===== src/rtl/pwr_seq_pkg.sv =====
package pwr_seq_pkg;
  localparam int PART_W     = 3;
  localparam int OFF_W      = 5;
  localparam int DATA_W     = 8;
  localparam int IDX_W      = PART_W + OFF_W;
  localparam int ADDR_W     = IDX_W + 2;
  localparam int STEP_W     = 5;
  localparam int DATA_LANES = 4;
  localparam int LANE_CNT_W = 3;
  localparam int PREDIV_W   = 5;
  localparam int FBDIV_W    = 9;

  typedef enum logic [PART_W-1:0] {
    PART_ANA = 3'd0,
    PART_DIG = 3'd1,
    PART_CLK = 3'd2,
    PART_L0  = 3'd3,
    PART_L1  = 3'd4,
    PART_L2  = 3'd5,
    PART_L3  = 3'd6
  } part_e;

  typedef struct packed {
    part_e              part;
    logic [OFF_W-1:0]   off;
    logic [DATA_W-1:0]  mask;
    logic [DATA_W-1:0]  val;
    logic               pause;
    logic               last;
  } step_t;

  localparam logic [STEP_W-1:0] UP_FIRST = 5'd0;
  localparam logic [STEP_W-1:0] DN_FIRST = 5'd13;
endpackage


===== src/rtl/pwr_seq_steps.sv =====
module pwr_seq_steps
  import pwr_seq_pkg::*;
(
  input  logic [STEP_W-1:0]     step,
  input  logic [LANE_CNT_W-1:0] lane_cnt,
  input  logic [PREDIV_W-1:0]   prediv,
  input  logic [FBDIV_W-1:0]    fbdiv,
  output step_t                 entry
);
  logic [DATA_LANES-1:0] data_en;
  logic                  all_lanes;
  logic [DATA_W-1:0]     lane_val;

  assign all_lanes = (lane_cnt == '0) || (lane_cnt > LANE_CNT_W'(DATA_LANES - 1));

  for (genvar gi = 0; gi < DATA_LANES; gi++) begin : g_lane
    assign data_en[gi] = all_lanes || (lane_cnt > LANE_CNT_W'(gi));
  end

  assign lane_val = {1'b0, 1'b1, data_en, 2'b00};

  function automatic step_t mk(part_e p, logic [OFF_W-1:0] o, logic [DATA_W-1:0] m,
                               logic [DATA_W-1:0] v, logic ps, logic ls);
    step_t s;
    s.part  = p;
    s.off   = o;
    s.mask  = m;
    s.val   = v;
    s.pause = ps;
    s.last  = ls;
    return s;
  endfunction

  always_comb begin
    case (step)
      5'd0:    entry = mk(PART_ANA, 5'h00, 8'h80, 8'h00, 1'b0, 1'b0);
      5'd1:    entry = mk(PART_ANA, 5'h00, 8'h03, 8'h01, 1'b0, 1'b0);
      5'd2:    entry = mk(PART_ANA, 5'h03, 8'h1F, {3'b000, prediv}, 1'b0, 1'b0);
      5'd3:    entry = mk(PART_ANA, 5'h03, 8'h20, {2'b00, fbdiv[8], 5'b00000}, 1'b0, 1'b0);
      5'd4:    entry = mk(PART_ANA, 5'h04, 8'hFF, fbdiv[7:0], 1'b0, 1'b0);
      5'd5:    entry = mk(PART_ANA, 5'h08, 8'h20, 8'h20, 1'b0, 1'b0);
      5'd6:    entry = mk(PART_ANA, 5'h0B, 8'h0F, 8'h0F, 1'b0, 1'b0);
      5'd7:    entry = mk(PART_ANA, 5'h01, 8'h03, 8'h00, 1'b0, 1'b0);
      5'd8:    entry = mk(PART_ANA, 5'h00, 8'h7C, lane_val, 1'b0, 1'b0);
      5'd9:    entry = mk(PART_ANA, 5'h01, 8'h04, 8'h04, 1'b1, 1'b0);
      5'd10:   entry = mk(PART_ANA, 5'h01, 8'h04, 8'h00, 1'b0, 1'b0);
      5'd11:   entry = mk(PART_DIG, 5'h00, 8'h01, 8'h00, 1'b1, 1'b0);
      5'd12:   entry = mk(PART_DIG, 5'h00, 8'h01, 8'h01, 1'b0, 1'b1);
      5'd13:   entry = mk(PART_ANA, 5'h00, 8'h7C, 8'h00, 1'b0, 1'b0);
      5'd14:   entry = mk(PART_ANA, 5'h01, 8'h03, 8'h03, 1'b0, 1'b0);
      5'd15:   entry = mk(PART_ANA, 5'h00, 8'h03, 8'h02, 1'b0, 1'b0);
      5'd16:   entry = mk(PART_ANA, 5'h00, 8'h80, 8'h80, 1'b0, 1'b1);
      default: entry = mk(PART_ANA, 5'h00, 8'h00, 8'h00, 1'b0, 1'b1);
    endcase
  end
endmodule


===== src/rtl/pwr_seq_wait.sv =====
module pwr_seq_wait #(
  parameter int WAIT_CYCLES = 100
) (
  input  logic clk,
  input  logic rst_n,
  input  logic start,
  output logic expired
);
  localparam int CNT_W = $clog2(WAIT_CYCLES + 1);
  localparam logic [CNT_W-1:0] LOAD = CNT_W'(WAIT_CYCLES - 1);

  logic [CNT_W-1:0] cnt;
  logic             active;

  assign expired = active && (cnt == '0);

  always_ff @(posedge clk or negedge rst_n) begin
    if (!rst_n) begin
      cnt    <= '0;
      active <= 1'b0;
    end else if (start) begin
      cnt    <= LOAD;
      active <= 1'b1;
    end else if (active) begin
      if (cnt == '0) active <= 1'b0;
      else           cnt    <= cnt - 1'b1;
    end
  end
endmodule


===== src/rtl/pwr_seq_rmw.sv =====
module pwr_seq_rmw
  import pwr_seq_pkg::*;
(
  input  logic              clk,
  input  logic              rst_n,
  input  logic              start,
  input  logic [ADDR_W-1:0] addr_i,
  input  logic [DATA_W-1:0] mask_i,
  input  logic [DATA_W-1:0] val_i,
  output logic              bus_valid,
  input  logic              bus_ready,
  output logic              bus_we,
  output logic [ADDR_W-1:0] bus_addr,
  output logic [DATA_W-1:0] bus_wdata,
  input  logic [DATA_W-1:0] bus_rdata,
  output logic              fin
);
  typedef enum logic [1:0] {E_IDLE, E_RD, E_WR} eng_e;

  eng_e              st;
  logic [ADDR_W-1:0] addr_q;
  logic [DATA_W-1:0] mask_q;
  logic [DATA_W-1:0] val_q;
  logic [DATA_W-1:0] wdata_q;

  assign bus_valid = (st != E_IDLE);
  assign bus_we    = (st == E_WR);
  assign bus_addr  = addr_q;
  assign bus_wdata = wdata_q;
  assign fin       = (st == E_WR) && bus_ready;

  always_ff @(posedge clk or negedge rst_n) begin
    if (!rst_n) begin
      st      <= E_IDLE;
      addr_q  <= '0;
      mask_q  <= '0;
      val_q   <= '0;
      wdata_q <= '0;
    end else begin
      case (st)
        E_IDLE: if (start) begin
          addr_q <= addr_i;
          mask_q <= mask_i;
          val_q  <= val_i;
          st     <= E_RD;
        end
        E_RD: if (bus_ready) begin
          wdata_q <= (bus_rdata & ~mask_q) | (val_q & mask_q);
          st      <= E_WR;
        end
        E_WR: if (bus_ready) st <= E_IDLE;
        default: st <= E_IDLE;
      endcase
    end
  end
endmodule


===== src/rtl/dphy_pwr_seq.sv =====
module dphy_pwr_seq
  import pwr_seq_pkg::*;
#(
  parameter int WAIT_CYCLES = 100
) (
  input  logic                  clk,
  input  logic                  rst_n,
  input  logic                  pwr_up_req,
  input  logic                  pwr_dn_req,
  input  logic [LANE_CNT_W-1:0] lane_cnt,
  input  logic [PREDIV_W-1:0]   pll_prediv,
  input  logic [FBDIV_W-1:0]    pll_fbdiv,
  output logic                  bus_valid,
  input  logic                  bus_ready,
  output logic                  bus_we,
  output logic [ADDR_W-1:0]     bus_addr,
  output logic [DATA_W-1:0]     bus_wdata,
  input  logic [DATA_W-1:0]     bus_rdata,
  output logic                  busy,
  output logic                  done
);
  typedef enum logic [1:0] {T_IDLE, T_ISSUE, T_XFER, T_PAUSE} top_e;

  top_e                  st;
  logic [STEP_W-1:0]     step;
  logic [LANE_CNT_W-1:0] lanes_q;
  logic [PREDIV_W-1:0]   prediv_q;
  logic [FBDIV_W-1:0]    fbdiv_q;
  step_t                 cur;
  logic                  eng_start;
  logic                  eng_fin;
  logic                  dly_start;
  logic                  dly_exp;
  logic [ADDR_W-1:0]     cur_addr;

  pwr_seq_steps u_steps (
    .step     (step),
    .lane_cnt (lanes_q),
    .prediv   (prediv_q),
    .fbdiv    (fbdiv_q),
    .entry    (cur)
  );

  assign cur_addr  = {cur.part, cur.off, 2'b00};
  assign eng_start = (st == T_ISSUE);
  assign dly_start = (st == T_XFER) && eng_fin && cur.pause;
  assign busy      = (st != T_IDLE);

  pwr_seq_rmw u_rmw (
    .clk       (clk),
    .rst_n     (rst_n),
    .start     (eng_start),
    .addr_i    (cur_addr),
    .mask_i    (cur.mask),
    .val_i     (cur.val),
    .bus_valid (bus_valid),
    .bus_ready (bus_ready),
    .bus_we    (bus_we),
    .bus_addr  (bus_addr),
    .bus_wdata (bus_wdata),
    .bus_rdata (bus_rdata),
    .fin       (eng_fin)
  );

  pwr_seq_wait #(.WAIT_CYCLES(WAIT_CYCLES)) u_wait (
    .clk     (clk),
    .rst_n   (rst_n),
    .start   (dly_start),
    .expired (dly_exp)
  );

  always_ff @(posedge clk or negedge rst_n) begin
    if (!rst_n) begin
      st       <= T_IDLE;
      step     <= '0;
      lanes_q  <= '0;
      prediv_q <= '0;
      fbdiv_q  <= '0;
      done     <= 1'b0;
    end else begin
      case (st)
        T_IDLE: if (pwr_up_req || pwr_dn_req) begin
          step     <= pwr_up_req ? UP_FIRST : DN_FIRST;
          lanes_q  <= lane_cnt;
          prediv_q <= pll_prediv;
          fbdiv_q  <= pll_fbdiv;
          done     <= 1'b0;
          st       <= T_ISSUE;
        end
        T_ISSUE: st <= T_XFER;
        T_XFER: if (eng_fin) begin
          if (cur.pause) begin
            st <= T_PAUSE;
          end else if (cur.last) begin
            done <= 1'b1;
            st   <= T_IDLE;
          end else begin
            step <= step + 1'b1;
            st   <= T_ISSUE;
          end
        end
        T_PAUSE: if (dly_exp) begin
          step <= step + 1'b1;
          st   <= T_ISSUE;
        end
        default: st <= T_IDLE;
      endcase
    end
  end
endmodule


===== config.mk =====
export PLATFORM = sky130hd
export DESIGN_NAME = dphy_pwr_seq
export DESIGN_NICKNAME = d
export VERILOG_FILES = /design/src/rtl/pwr_seq_pkg.sv /design/src/rtl/pwr_seq_steps.sv /design/src/rtl/pwr_seq_wait.sv /design/src/rtl/pwr_seq_rmw.sv /design/src/rtl/dphy_pwr_seq.sv
export SDC_FILE = /design/constraint.sdc
export NUM_CORES = 1
export LEC_CHECK = 0
export CAP_MARGIN = 40
export CORE_MARGIN = 4
export CORE_UTILIZATION = 43
export DETAILED_ROUTE_END_ITERATION = 16
export GPL_TIMING_DRIVEN = 0
export PLACE_DENSITY = 0.66
export RECOVER_POWER = 100
export SETUP_SLACK_MARGIN = 0.4
export SYNTH_ARGS = -nofsm -noshare
export SYNTH_HDL_FRONTEND = slang
export SYNTH_SLANG_ARGS = --single-unit

===== constraint.sdc =====
create_clock -name clk -period 3 [get_ports clk]
set_clock_uncertainty 0.15 [all_clocks]
set_input_delay 0.3 -clock clk [delete_from_list [all_inputs] [get_ports clk]]
set_output_delay 0.3 -clock clk [all_outputs]
set_load 0.02 [all_outputs]

# --- Word level (Yosys, flattened, before mapping) ---
# Cells that the tools add are included.
word_totals:
  reg_bits: 67
  in_bits: 30
  wordCells: 111
classes:
  bitwise: 4
  order_cmp: 4
  mux: 29
  n_reduce_logical: 28
  addsub: 2
  n_eq_ne: 31
ops:
  columns: ["cell", "n"]
  rows:
  - ["$pmux W24 S17", 1]
  - ["$eq A5 B4 Y1 const B", 8]
  - ["$mux W5", 5]
  - ["$mux W7", 3]
  - ["$eq A5 B3 Y1 const B", 4]
  - ["$ne A2 B2 Y1 const B", 10]
  - ["$and A8 B8 Y8", 2]
  - ["$pmux W5 S3", 1]
  - ["$mux W2", 7]
  - ["$eq A5 B2 Y1 const B", 2]
  - ["$mux W1", 8]
  - ["$not A8 Y8", 1]
  - ["$or A8 B8 Y8", 1]
  - ["$pmux W2 S4", 1]
  - ["$reduce_and A2 Y1", 4]
  - ["$reduce_bool A2 Y1", 4]
  - ["$logic_not A7 Y1", 1]
  - ["$sub A7 B1 Y7 const B", 1]
  - ["$eq A2 B2 Y1 const B", 3]
  - ["$gt A3 B1 Y1 const B", 2]
  - ["$gt A3 B2 Y1 const B", 2]
  - ["$logic_or A1 B1 Y1", 6]
  - ["$pmux W2 S3", 1]
  - ["$reduce_and A3 Y1", 2]
  - ["other kinds (13)", 18]

# --- Logic depth before layout (Yosys ltp) ---
# Gate-level depths: netlist of the first run.
depth:
  word_depth: 8
  mapped_depth: 8
  depth_no_buf: 7

# --- By module ---
# A second synthesis of the first run with hierarchy kept.
hier_totals:
  cells_unflattened: 326
  hier_area_um2: 3673.5
modules_own_cells:
  columns: ["module", "area_each_um2", "cells_per_inst", "instances"]
  rows:
  - ["pwr_seq_rmw", 1478.9, 91, 1]
  - ["dphy_pwr_seq", 1177.4, 98, 1]
  - ["pwr_seq_steps", 573.0, 91, 1]
  - ["pwr_seq_wait", 444.2, 46, 1]

# --- Worst setup path before layout of the first run ---
# No wires, ideal clock.
synth_path:
  path_type: "flip-flop to flip-flop"
  start: "register step[0]"
  end: "register step[3]"
  required_time_ps: 2727
  setup_ps: 123
  synth_period_minus_slack_ps: 2098
  setup_slack_ps: 902
  path_stages_with_launch: 8
  path_buffers: 1
  arrival_time_ps: 1825
  path_cell_list: "dfrtp_1 ha_1 buf_2 o21ai_0 o41ai_4 or3_4 nor3_1 o21ai_1"
synth_via:
  elab_chain_len: 5
  word_cells_on_any_way: 27
  classes_between: "add/sub (1); eq/ne (18); mux (6); reduce/logical (2)"
synth_lines:
  columns: ["element", "line", "rtl"]
  rows:
  - ["start: declaration", "dphy_pwr_seq.sv:25", "logic [STEP_W-1:0] step;"]
  - ["start signal: assignment", "dphy_pwr_seq.sv:83", "step <= pwr_up_req ? UP_FIRST : DN_FIRST;"]
  - ["start signal: assignment", "dphy_pwr_seq.sv:98", "step <= step + 1'b1;"]
  - ["start signal: assignment", "dphy_pwr_seq.sv:103", "step <= step + 1'b1;"]
  - ["$add A5 B1 Y5", "dphy_pwr_seq.sv:98, dphy_pwr_seq.sv:103", null]
  - ["$mux W5", "dphy_pwr_seq.sv:94", "end else if (cur.last) begin"]
  - ["$mux W5", "dphy_pwr_seq.sv:92", "if (cur.pause) begin"]
  - ["$mux W5", "dphy_pwr_seq.sv:91", "T_XFER: if (eng_fin) begin"]
  - ["$pmux W5 S3", "dphy_pwr_seq.sv:81", "case (st)"]
# Several ways; a longest one is shown, not always the timed one. The select of a mux whose other input is x is not followed.
# A chain may end at the register's enable or synchronous reset.

# --- Final worst setup path of the first run ---
layout_path:
  start: "register step[0]"
  end: "register u_wait.cnt[1]"
layout_via:
  elab_chain_len: 5
  word_cells_on_any_way: 23
  classes_between: "eq/ne (17); mux (2); reduce/logical (4)"
layout_lines:
  columns: ["element", "line", "rtl"]
  rows:
  - ["$eq A5 B5 Y1, or another cell as far along", "pwr_seq_steps.sv:35", "case (step)"]
  - ["$pmux W24 S17 *", "pwr_seq_steps.sv:35", null]
  - ["$logic_and A1 B1 Y1 *", "dphy_pwr_seq.sv:46", "assign dly_start = (st == T_XFER) && eng_fin && cur.pause;"]
  - ["$ne A2 B2 Y1 (no source line) or $reduce_bool A2 Y1 (tied branches)", null, null]
  - ["$reduce_and A2 Y1 (no source line)", null, null]
  - ["end signal: assignment", "pwr_seq_wait.sv:26", "else cnt <= cnt - 1'b1;"]
  - ["end: declaration", "pwr_seq_wait.sv:12", "logic [CNT_W-1:0] cnt;"]
# Mark *: on every way between the ends. The rest lies on a longest branch, timed or not.

==> results of run 1 <==
-- layout make-up --
cell class	instances	area, sq um
Sequential cell	64	1600
Fill cell	737	3490
Clock buffer	11	141
Timing Repair Buffer	48	469
Inverter	13	48.8
Buffer	23	109
Tap cell	102	128
Clock inverter	5	56.3
Multi-Input combinational cell	243	1640
-- layer usage --
layer | global-route usage | vias to the layer above
li1 | - | 1331
met1 | 0.234 | 1293
met2 | 0.271 | 66
met3 | 0.0505 | 9
met4 | 0.0562 | 0
met5 | 0 | -
-- power groups by stage --
stage	registers [mW]	clock network, mW	logic (mW)
after floorplan	1.56	0	1.44
after global placement	1.52	0	2.10
after detailed placement	1.53	0	2.14
after CTS	1.52	0.758	2.15
after global routing	1.57	0.802	2.34
final	1.51	0.745	2.09
-- sequential cells by signal, indices dropped and copies added, names as in the netlist --
| signal | cells |
|---|---|
| u_rmw.mask_q | 8 |
| u_wait.active | 1 |
| fbdiv_q | 9 |
| step | 5 |
| lanes_q | 3 |
| u_wait.cnt | 7 |
| u_rmw.val_q | 8 |
| prediv_q | 5 |
| done | 1 |
| u_rmw.bus_wdata | 8 |
| u_rmw.st | 2 |
| st | 2 |
| u_rmw.bus_addr | 5 |
-- layout by cell type, fill, tap and decap left out, types with 9 or more instances in the layout --
| cell type | synthesis | routed |
|---|---|---|
| nor2_1 | 21 | 21 |
| dfrtp_1 | 64 | 64 |
| nand3_1 | 12 | 12 |
| a21oi_1 | 12 | 12 |
| mux2i_1 | 9 | 9 |
| ha_1 | 11 | 11 |
| inv_1 | 11 | 11 |
| dlygate4sd3_1 | 0 | 19 |
| clkbuf_1 | 11 | 16 |
| clkbuf_8 | 0 | 10 |
| mux2_2 | 19 | 19 |
| nand2_1 | 36 | 36 |
| o21ai_0 | 32 | 34 |
| clkdlybuf4s50_1 | 0 | 27 |
-- stage by stage --
step	util	instances	total power, mW	setup slack [ns]	instance area [sq um]
floorplan	-	343	3.00	0.902	3400
global placement	0.519	491	3.62	-0.681	3990
detailed placement	0.520	492	3.67	0.552	4000
CTS	0.547	509	4.43	0.542	4210
global route	0.546	509	4.72	0.298	4200
finish	0.546	509	4.35	0.563	4200
-- what timing repair did --
action | 4_1_cts | 5_1_grt
gates resized for setup | 0 | 2
endpoints found under the hold margin | 64 | 0
setup endpoints to repair | 0 | 6
hold buffers | 1 | 0
-- worst max-delay path by stage --
stage             from  slack [ns]  cells after the start       endpoint
2_1_floorplan  step[0]        0.90                      7        step[3]
5_1_grt        step[0]        0.30                      7           done
4_1_cts        step[0]        0.54                      6  u_wait.cnt[1]
3_5_place_dp   step[0]        0.55                      6  u_wait.cnt[1]
6_report       step[0]        0.56                      6  u_wait.cnt[1]
3_3_place_gp     rst_n       -0.68                      1  u_wait.cnt[1]
-- logic make-up (layout without fill, tap and decap cells) --
logic type                 after synthesis  count (layout)  synth area share
AOI/OAI and AO/OA                       89              89             0.175
adders and majority gates               11              11            0.0406
other                                    1               5           0.00111
and+or+nand+nor                        104             104             0.158
buffers and inverters                   36             100            0.0476
muxes                                   28              28            0.0897
DFF                                     64              64             0.473
xor gates and xnor gates                 6               6            0.0155
-- worst max-delay path, delay by kind of cell, from the launching register on --
kind | cells | cell delay, ns
compound gates | 2 | 0.37
fa+ha+maj | 1 | 0.18
buf+inv | 1 | 0.20
flops | 1 | 0.47
simple gates | 2 | 0.99
==> results.sh, run 1 <==
export IMPL_status="finished, violations left"
export IMPL_worst_slew_pin_slew_ns=1.56
export IMPL_synth_area_per_cell_sq_um=10.0
export IMPL_synth_top_area_share=0.472
export IMPL_asyncSetResetFlopFracSynth=1.00
export IMPL_clk_path_buf_depth=2
export IMPL_min_from="u_rmw.bus_wdata[6]"
export IMPL_synth_cell_types=52
export IMPL_synth_edf_count=0
export IMPL_grt_use_total=0.174
export IMPL_hold_viol_final=0
export IMPL_p_int_mw=2.56
export IMPL_first_global_vias=2708
export IMPL_drt_met1_wl_um=3750
export IMPL_fmax_mhz=410
export IMPL_grt_overflow=0
export IMPL_cts_tree="yes"
export IMPL_comb_power_share=0.481
export IMPL_seq_area_frac_synth=0.472
export IMPL_synth_area_leaders="dfrtp_1 47%, mux2_2 6.3%, o21ai_0 4.7%"
export IMPL_gp_congestion=0.919
export IMPL_clk_latency_ns=0.35
export IMPL_dieArea_sq_um=9370
export IMPL_drv_cap=1
export IMPL_powerDensity_nw_per_um2=1040
export IMPL_ant_nets=0
export IMPL_path_cells="ha_1, buf_2, o21ai_0, nor4_1, nand3_1, o211ai_1"
export IMPL_leakage_nw=1.85
export IMPL_nets=443
export IMPL_setup_tns_ns=0
export IMPL_cts_htree_levels=3
export IMPL_rsz0062_at_grt="no"
export IMPL_worstSetupEndpointType="flip-flop"
export IMPL_sequentialPowerShare=0.348
export IMPL_io_pins=52
export IMPL_worst_r2r_endpoint="u_wait.cnt[1]"
export IMPL_p_switching_mw=1.79
export IMPL_cts_sinks=64
export IMPL_grt_max_degree=65
export IMPL_grt_pass1_wl_um=13300
export IMPL_vdd_drop_max_mv=0.507
export IMPL_pwr_share_clk=0.171
export IMPL_path_clk_slew_ns=0.08
export IMPL_final_layout_size_suffix_gt1_frac=0.128
export IMPL_cts_root_buf="clkbuf_8"
export IMPL_topRoutingLayerUsed="met4"
export IMPL_r2r_cells=6
export IMPL_synth_main_ff_cell="dfrtp_1"
export IMPL_final_period_utilization=0.812
export IMPL_via_per_inst=5.30
export IMPL_first_pass_iters=4
export IMPL_dr_wl_met3_um=440
export IMPL_crit_path_max_fanout=9
export IMPL_dieHeight_um=96.8
export IMPL_rows=32
export IMPL_totalWireLength_um=7730
export IMPL_slew_violations=65
export IMPL_holdPathStages=2
export IMPL_initial_core_util=0.441
export IMPL_slowest_delay_ns=0.66
export IMPL_coreArea_sq_um=7690
export IMPL_numCtsBuffers=9
export IMPL_cp_slowest_cell="nor4_1"
export IMPL_antenna_cells=0
export IMPL_synth_warnings=0
export IMPL_hold_class="reg -> reg"
export IMPL_io_buffers=46
export IMPL_cts_setup_buffers=0
export IMPL_synth_seq_cells=64
export IMPL_power_share_switching=0.411
export IMPL_netlist_top_cells_count="64 x dfrtp_1, 36 x nand2_1, 32 x o21ai_0, 21 x nor2_1, 19 x mux2_2"
export IMPL_antenna_found_initial=0
export IMPL_syn_area_sq_um=3390
export IMPL_setup_viol=0
export IMPL_period_needed_ns=2.44
export IMPL_hold_ws_ns=0.323
export IMPL_max_slew_margin=-0.0407
export IMPL_hold_path_end="u_rmw.bus_wdata[6]"
export IMPL_critPathArrivalTime_ns=2.55
export IMPL_critPathKind="reg -> reg"
export IMPL_synthCells=339
export IMPL_yosysMostFrequentCell="dfrtp_1"
export IMPL_dp_hpwl_um=5650
export IMPL_met2_length_um=3450
export IMPL_violations="capacitance limit, slew limit"
export IMPL_crit_required_ns=3.11
export IMPL_synth_top_cell_by_area="dfrtp_1"
export IMPL_start_kind="flip-flop"
export IMPL_timing_rr_start="step[0]"
export IMPL_vias=2699
export IMPL_drt_iter0_drc=198
export IMPL_drc=0
export IMPL_die_x_um=96.8
export IMPL_area_delta_synth_final_pct=23.8
export IMPL_wl_per_cell_um=15.2
export IMPL_rrSetupSlack_ns=0.56
Power figures use the tool's default switching activity.
==> run 2, diff against run 1 <==
- PLACE_DENSITY: 0.66 -> 0.69
- clock period: 3 -> 2 ns (I/O delays scaled with it)
==> results.sh, run 2 (same netlist as run 1, synthesis figures left out) <==
export IMPL_largest_reg_flops=9
export IMPL_first_global_vias=3022
export IMPL_r2r_cells=8
export IMPL_p_int_mw=5.19
export IMPL_first_pass_iters=6
export IMPL_p_switching_mw=3.65
export IMPL_cts_tree="yes"
export IMPL_drt_iter0_drc=311
export IMPL_crit_required_ns=2.08
export IMPL_rsz0062_at_grt="yes"
export IMPL_gp_congestion=0.890
export IMPL_drv_cap=0
export IMPL_holdPathStages=2
export IMPL_cts_htree_levels=3
export IMPL_min_from="pll_prediv[1]"
export IMPL_initial_core_util=0.441
export IMPL_worst_r2r_endpoint="step[3]"
export IMPL_final_layout_size_suffix_gt1_frac=0.378
export IMPL_grt_use_total=0.206
export IMPL_setup_viol=20
export IMPL_cts_sinks=64
export IMPL_rows=32
export IMPL_crit_path_max_fanout=4
export IMPL_layout_common_cells="62 x dfrtp_1, 28 x clkdlybuf4s50_1, 27 x nand2_1"
export IMPL_hold_path_end="prediv_q[1]"
export IMPL_numCtsBuffers=9
export IMPL_die_x_um=96.8
export IMPL_regMostFlops="fbdiv_q"
export IMPL_fillers=562
export IMPL_power_share_switching=0.413
export IMPL_clk_latency_ns=0.35
export IMPL_totalWireLength_um=10500
export IMPL_max_slew_margin=0.404
export IMPL_hold_viol_final=0
export IMPL_powerDensity_nw_per_um2=1700
export IMPL_final_period_utilization=1.08
export IMPL_cts_root_buf="clkbuf_8"
export IMPL_drc=0
export IMPL_hold_ws_ns=0.291
export IMPL_comb_power_share=0.590
export IMPL_start_kind="flip-flop"
export IMPL_via_per_inst=5.74
export IMPL_fmax_mhz=462
export IMPL_hold_class="in -> reg"
export IMPL_dp_hpwl_um=5920
export IMPL_antenna_cells=0
export IMPL_worstSetupEndpointType="flip-flop"
export IMPL_vdd_drop_max_mv=0.940
export IMPL_grt_pass1_wl_um=15500
export IMPL_slew_violations=0
export IMPL_path_clk_slew_ns=0.07
export IMPL_rrSetupSlack_ns=-0.17
export IMPL_violations="setup timing"
export IMPL_io_pins=52
export IMPL_dieHeight_um=96.8
export IMPL_pwr_share_clk=0.144
export IMPL_final_common_cell="dfrtp_1"
export IMPL_sequentialPowerShare=0.266
export IMPL_critPathKind="reg -> reg"
export IMPL_period_needed_ns=2.17
export IMPL_nets=488
export IMPL_grt_max_degree=65
export IMPL_area_delta_synth_final_pct=53.5
export IMPL_worst_slew_pin_slew_ns=0.895
export IMPL_vias=3178
export IMPL_worst_slack_ns=-0.166
export IMPL_dieArea_sq_um=9370
export IMPL_critPathArrivalTime_ns=2.24
export IMPL_ant_nets=0
export IMPL_grt_overflow=0
export IMPL_coreArea_sq_um=7690
export IMPL_antenna_found_initial=0
export IMPL_leakage_nw=2.32
export IMPL_utilization=0.677
export IMPL_final_cells=554
export IMPL_placedCellCount=491
export IMPL_io_buffers=46
export IMPL_wl_per_cell_um=18.9
export IMPL_clk_path_buf_depth=2
export IMPL_timing_rr_start="step[0]"
export IMPL_status="finished, violations left"
-- run 2: cell count changes in the layout (fill, tap and decap cells not counted), moves of 10 or more --
cell,change
buf_4,+21
buf_6,+19
dlygate4sd2_1,+14
dlygate4sd3_1,-18
mux2_2,-19
mux2_4,+14
o21ai_0,-21
o21ai_2,+10
-- run 2: per-layer routing --
metal | vias to the layer above | routed length, um | track usage
li1 | 1420 | - | -
met1 | 1563 | 4310 | 0.268
met2 | 153 | 5110 | 0.322
met3 | 42 | 730 | 0.0461
met4 | 0 | 315 | 0.103
met5 | - | 0 | 0
-- run 2: timing repair --
| action | CTS | global route |
|---|---|---|
| endpoints found under the setup margin | 80 | 57 |
| gates cloned | 5 | 0 |
| hold endpoints to repair | 64 | 0 |
| resized for setup | 135 | 55 |
| pin swaps | 26 | 34 |
| hold buffers | 1 | 0 |
| setup buffers | 32 | 9 |
-- run 2: worst max path at each step --
stage	startpoint	endpoint	cells after the start
2_1_floorplan	st[0]	step[2]	7
3_3_place_gp	rst_n	prediv_q[4]	1
3_5_place_dp	pwr_up_req	prediv_q[2]	4
4_1_cts	step[1]	step[2]	7
5_1_grt	step[1]	step[3]	8
6_report	step[0]	step[3]	8
-- run 2: area by class of cell --
class	count	area, sq um	area share
Tap cell	102	128	0.0245
Inverter	13	58.8	0.0113
Sequential cell	64	1600	0.308
Buffer	23	238	0.0457
Multi-Input combinational cell	243	2080	0.399
Clock buffer	10	138	0.0265
Clock inverter	6	90.1	0.0173
Timing Repair Buffer	93	868	0.167
-- run 2: through the flow --
stage,cell area (sq um),TNS [ns],power (mW),worst slack [ns]
2_1_floorplan,3550,0,4.76,0.00575
3_3_place_gp,4140,-108.15,5.67,-1.60
3_5_place_dp,4140,-6.23,5.78,-0.412
4_1_cts,5040,-0.236,8.30,-0.0577
5_1_grt,5200,-3.29,9.32,-0.210
6_report,5200,-1.46,8.84,-0.166
-- run 2: critical path, cell delays in order (launching register included) --
cell,delay [ns]
dfrtp_2,0.44
buf_4,0.17
ha_4,0.19
o21ai_4,0.20
o41ai_4,0.12
buf_4,0.17
or3_4,0.35
nor3_2,0.18
o21ai_1,0.07
-- run 2: power by group through the flow --
stage / clock, mW / combinational, mW / sequential [mW]
finish: 1.27 / 5.22 / 2.35
global route: 1.35 / 5.55 / 2.42
CTS: 1.30 / 4.70 / 2.31
detailed placement: 0 / 3.47 / 2.31
global placement: 0 / 3.39 / 2.29
floorplan: 0 / 2.41 / 2.35
==> run 3, diff against run 2 <==
- GPL_TIMING_DRIVEN: 0 -> 1
- RECOVER_POWER: 100 -> not set
==> results.sh, run 3 (same netlist as run 1, synthesis figures left out) <==
export IMPL_status="finished, final reports clean"
export IMPL_worst_slack_ns=0.0240
export IMPL_place_area_sq_um=4310
export IMPL_die_x_um=96.8
export IMPL_layout_common_cells="59 x dfrtp_1, 47 x buf_4, 28 x clkdlybuf4s50_1"
export IMPL_first_pass_iters=5
export IMPL_path_cells="ha_4, o21ai_4, o41ai_4, buf_6, or3_4, o21ai_2, o31ai_2"
export IMPL_cts_sinks=64
export IMPL_dieArea_sq_um=9370
export IMPL_grt_max_degree=65
export IMPL_worstSetupEndpointType="flip-flop"
export IMPL_critPathBufInv=1
export IMPL_regMostFlops="fbdiv_q"
export IMPL_setup_tns_ns=0
export IMPL_fin_area_sq_um=5440
export IMPL_grt_use_total=0.199
export IMPL_clk_path_buf_depth=2
export IMPL_gp_congestion=0.832
export IMPL_critPathArrivalTime_ns=2.07
export IMPL_crit_path_max_fanout=4
export IMPL_ant_nets=0
export IMPL_grt_pass1_wl_um=15200
export IMPL_cp_slowest_cell="dfrtp_2"
export IMPL_wl_per_cell_um=18.4
export IMPL_grt_overflow=0
export IMPL_antenna_cells=0
export IMPL_slew_violations=0
export IMPL_nets=496
export IMPL_rows=32
export IMPL_hold_viol_final=0
export IMPL_utilization=0.708
export IMPL_area_delta_synth_final_pct=60.5
export IMPL_leakage_nw=2.40
export IMPL_via_per_inst=5.54
export IMPL_powerDensity_nw_per_um2=1690
export IMPL_dieHeight_um=96.8
export IMPL_final_common_cell="dfrtp_1"
export IMPL_first_global_vias=3026
export IMPL_drc=0
export IMPL_cts_tree="yes"
export IMPL_io_buffers=46
export IMPL_fmax_mhz=506
export IMPL_rsz0062_at_grt="yes"
export IMPL_cts_htree_levels=3
export IMPL_largest_reg_flops=9
export IMPL_drv_cap=0
export IMPL_io_pins=52
export IMPL_vias=3113
export IMPL_cpLargestDelayFamily="flip-flops"
export IMPL_hold_class="in -> async"
export IMPL_totalWireLength_um=10300
export IMPL_dp_hpwl_um=5950
export IMPL_final_layout_size_suffix_gt1_frac=0.452
export IMPL_critPathKind="reg -> reg"
export IMPL_crit_required_ns=2.09
export IMPL_start_kind="flip-flop"
export IMPL_numCtsBuffers=9
export IMPL_period_needed_ns=1.98
export IMPL_final_cells=562
export IMPL_coreArea_sq_um=7690
export IMPL_path_clk_slew_ns=0.08
export IMPL_final_period_utilization=0.988
export IMPL_vdd_drop_max_mv=1.12
export IMPL_clk_latency_ns=0.36
export IMPL_post_place_ws_ns=-0.123
export IMPL_placedCellCount=509
export IMPL_antenna_found_initial=0
export IMPL_setup_viol=0
export IMPL_drt_iter0_drc=186
export IMPL_initial_core_util=0.441
export IMPL_slowest_delay_ns=0.48
export IMPL_cts_root_buf="clkbuf_8"
-- run 3: cell types whose count changed in the layout (fill, tap and decap cells not counted), moves of 4 or more --
cell      previous run  this run
buf_4               26        47
mux2_2               0        14
mux2_4              14         5
clkbuf_1             7         0
buf_16               0         6
buf_8                6         0
mux2_1               5         0
buf_12               0         4
clkbuf_2             4         0
-- run 3: worst reg2reg max path, cell delays in order, from the launching register on --
cell and delay, ns:
dfrtp_2 0.48, ha_4 0.22, o21ai_4 0.19, o41ai_4 0.08, buf_6 0.14, or3_4 0.41, o21ai_2 0.13, o31ai_2 0.07
-- run 3: path summary, 6_finish.rpt --
kind / from / endpoint / slack [ns] / cells after the start
setup / recovery: step[0] / step[4] / 0.02 / 7
min in group clk: pll_fbdiv[6] / fbdiv_q[6] / 0.30 / 2
setup reg to reg: step[0] / step[4] / 0.02 / 7
hold / removal: rst_n / step[3] / 0.23 / 3
hold reg to reg: u_rmw.bus_wdata[4] / u_rmw.bus_wdata[4] / 0.32 / 2
max in group asynchronous: rst_n / step[4] / 1.16 / 3
-- run 3: layout make-up --
| class | count | area (sq um) |
|---|---|---|
| repair buffers | 124 | 1290 |
| inverters | 13 | 61.3 |
| multi-input cells | 243 | 2130 |
| clock inverters | 7 | 103 |
| fillers | 524 | 2250 |
| well taps | 102 | 128 |
| flip-flops and latches | 64 | 1610 |
| clock buffers | 9 | 124 |
-- run 3: routing by layer --
metal  part of all wire  track usage  wire (um)  up-vias
li1                   -            -          -     1438
met1               0.42        0.268       4310     1537
met2               0.50        0.323       5220      110
met3              0.053       0.0397        549       28
met4              0.025       0.0670        255        0
met5                  0            0          0        -
-- run 3: timing repair --
action / CTS / global route
hold endpoints to repair: 64 / 0
pin swaps: 19 / 35
gates resized for setup: 79 / 98
gates cloned: 7 / 0
setup buffers: 9 / 20
setup endpoints to repair: 71 / 57
hold buffers: 1 / 0
-- run 3: per-stage QoR --
stage               power, mW  hold slack (ns)
CTS                      8.18            0.250
finish                   9.19            0.231
detailed placement       6.03           0.0935
global placement         5.89           0.0905
floorplan                4.76           -0.246
global route             9.71            0.269
-- run 3: power breakdown --
part / internal, mW / switching (mW)
clock: 0.714 / 0.586
combinational: 2.88 / 2.61
sequential: 1.87 / 0.524
total: 5.47 / 3.72
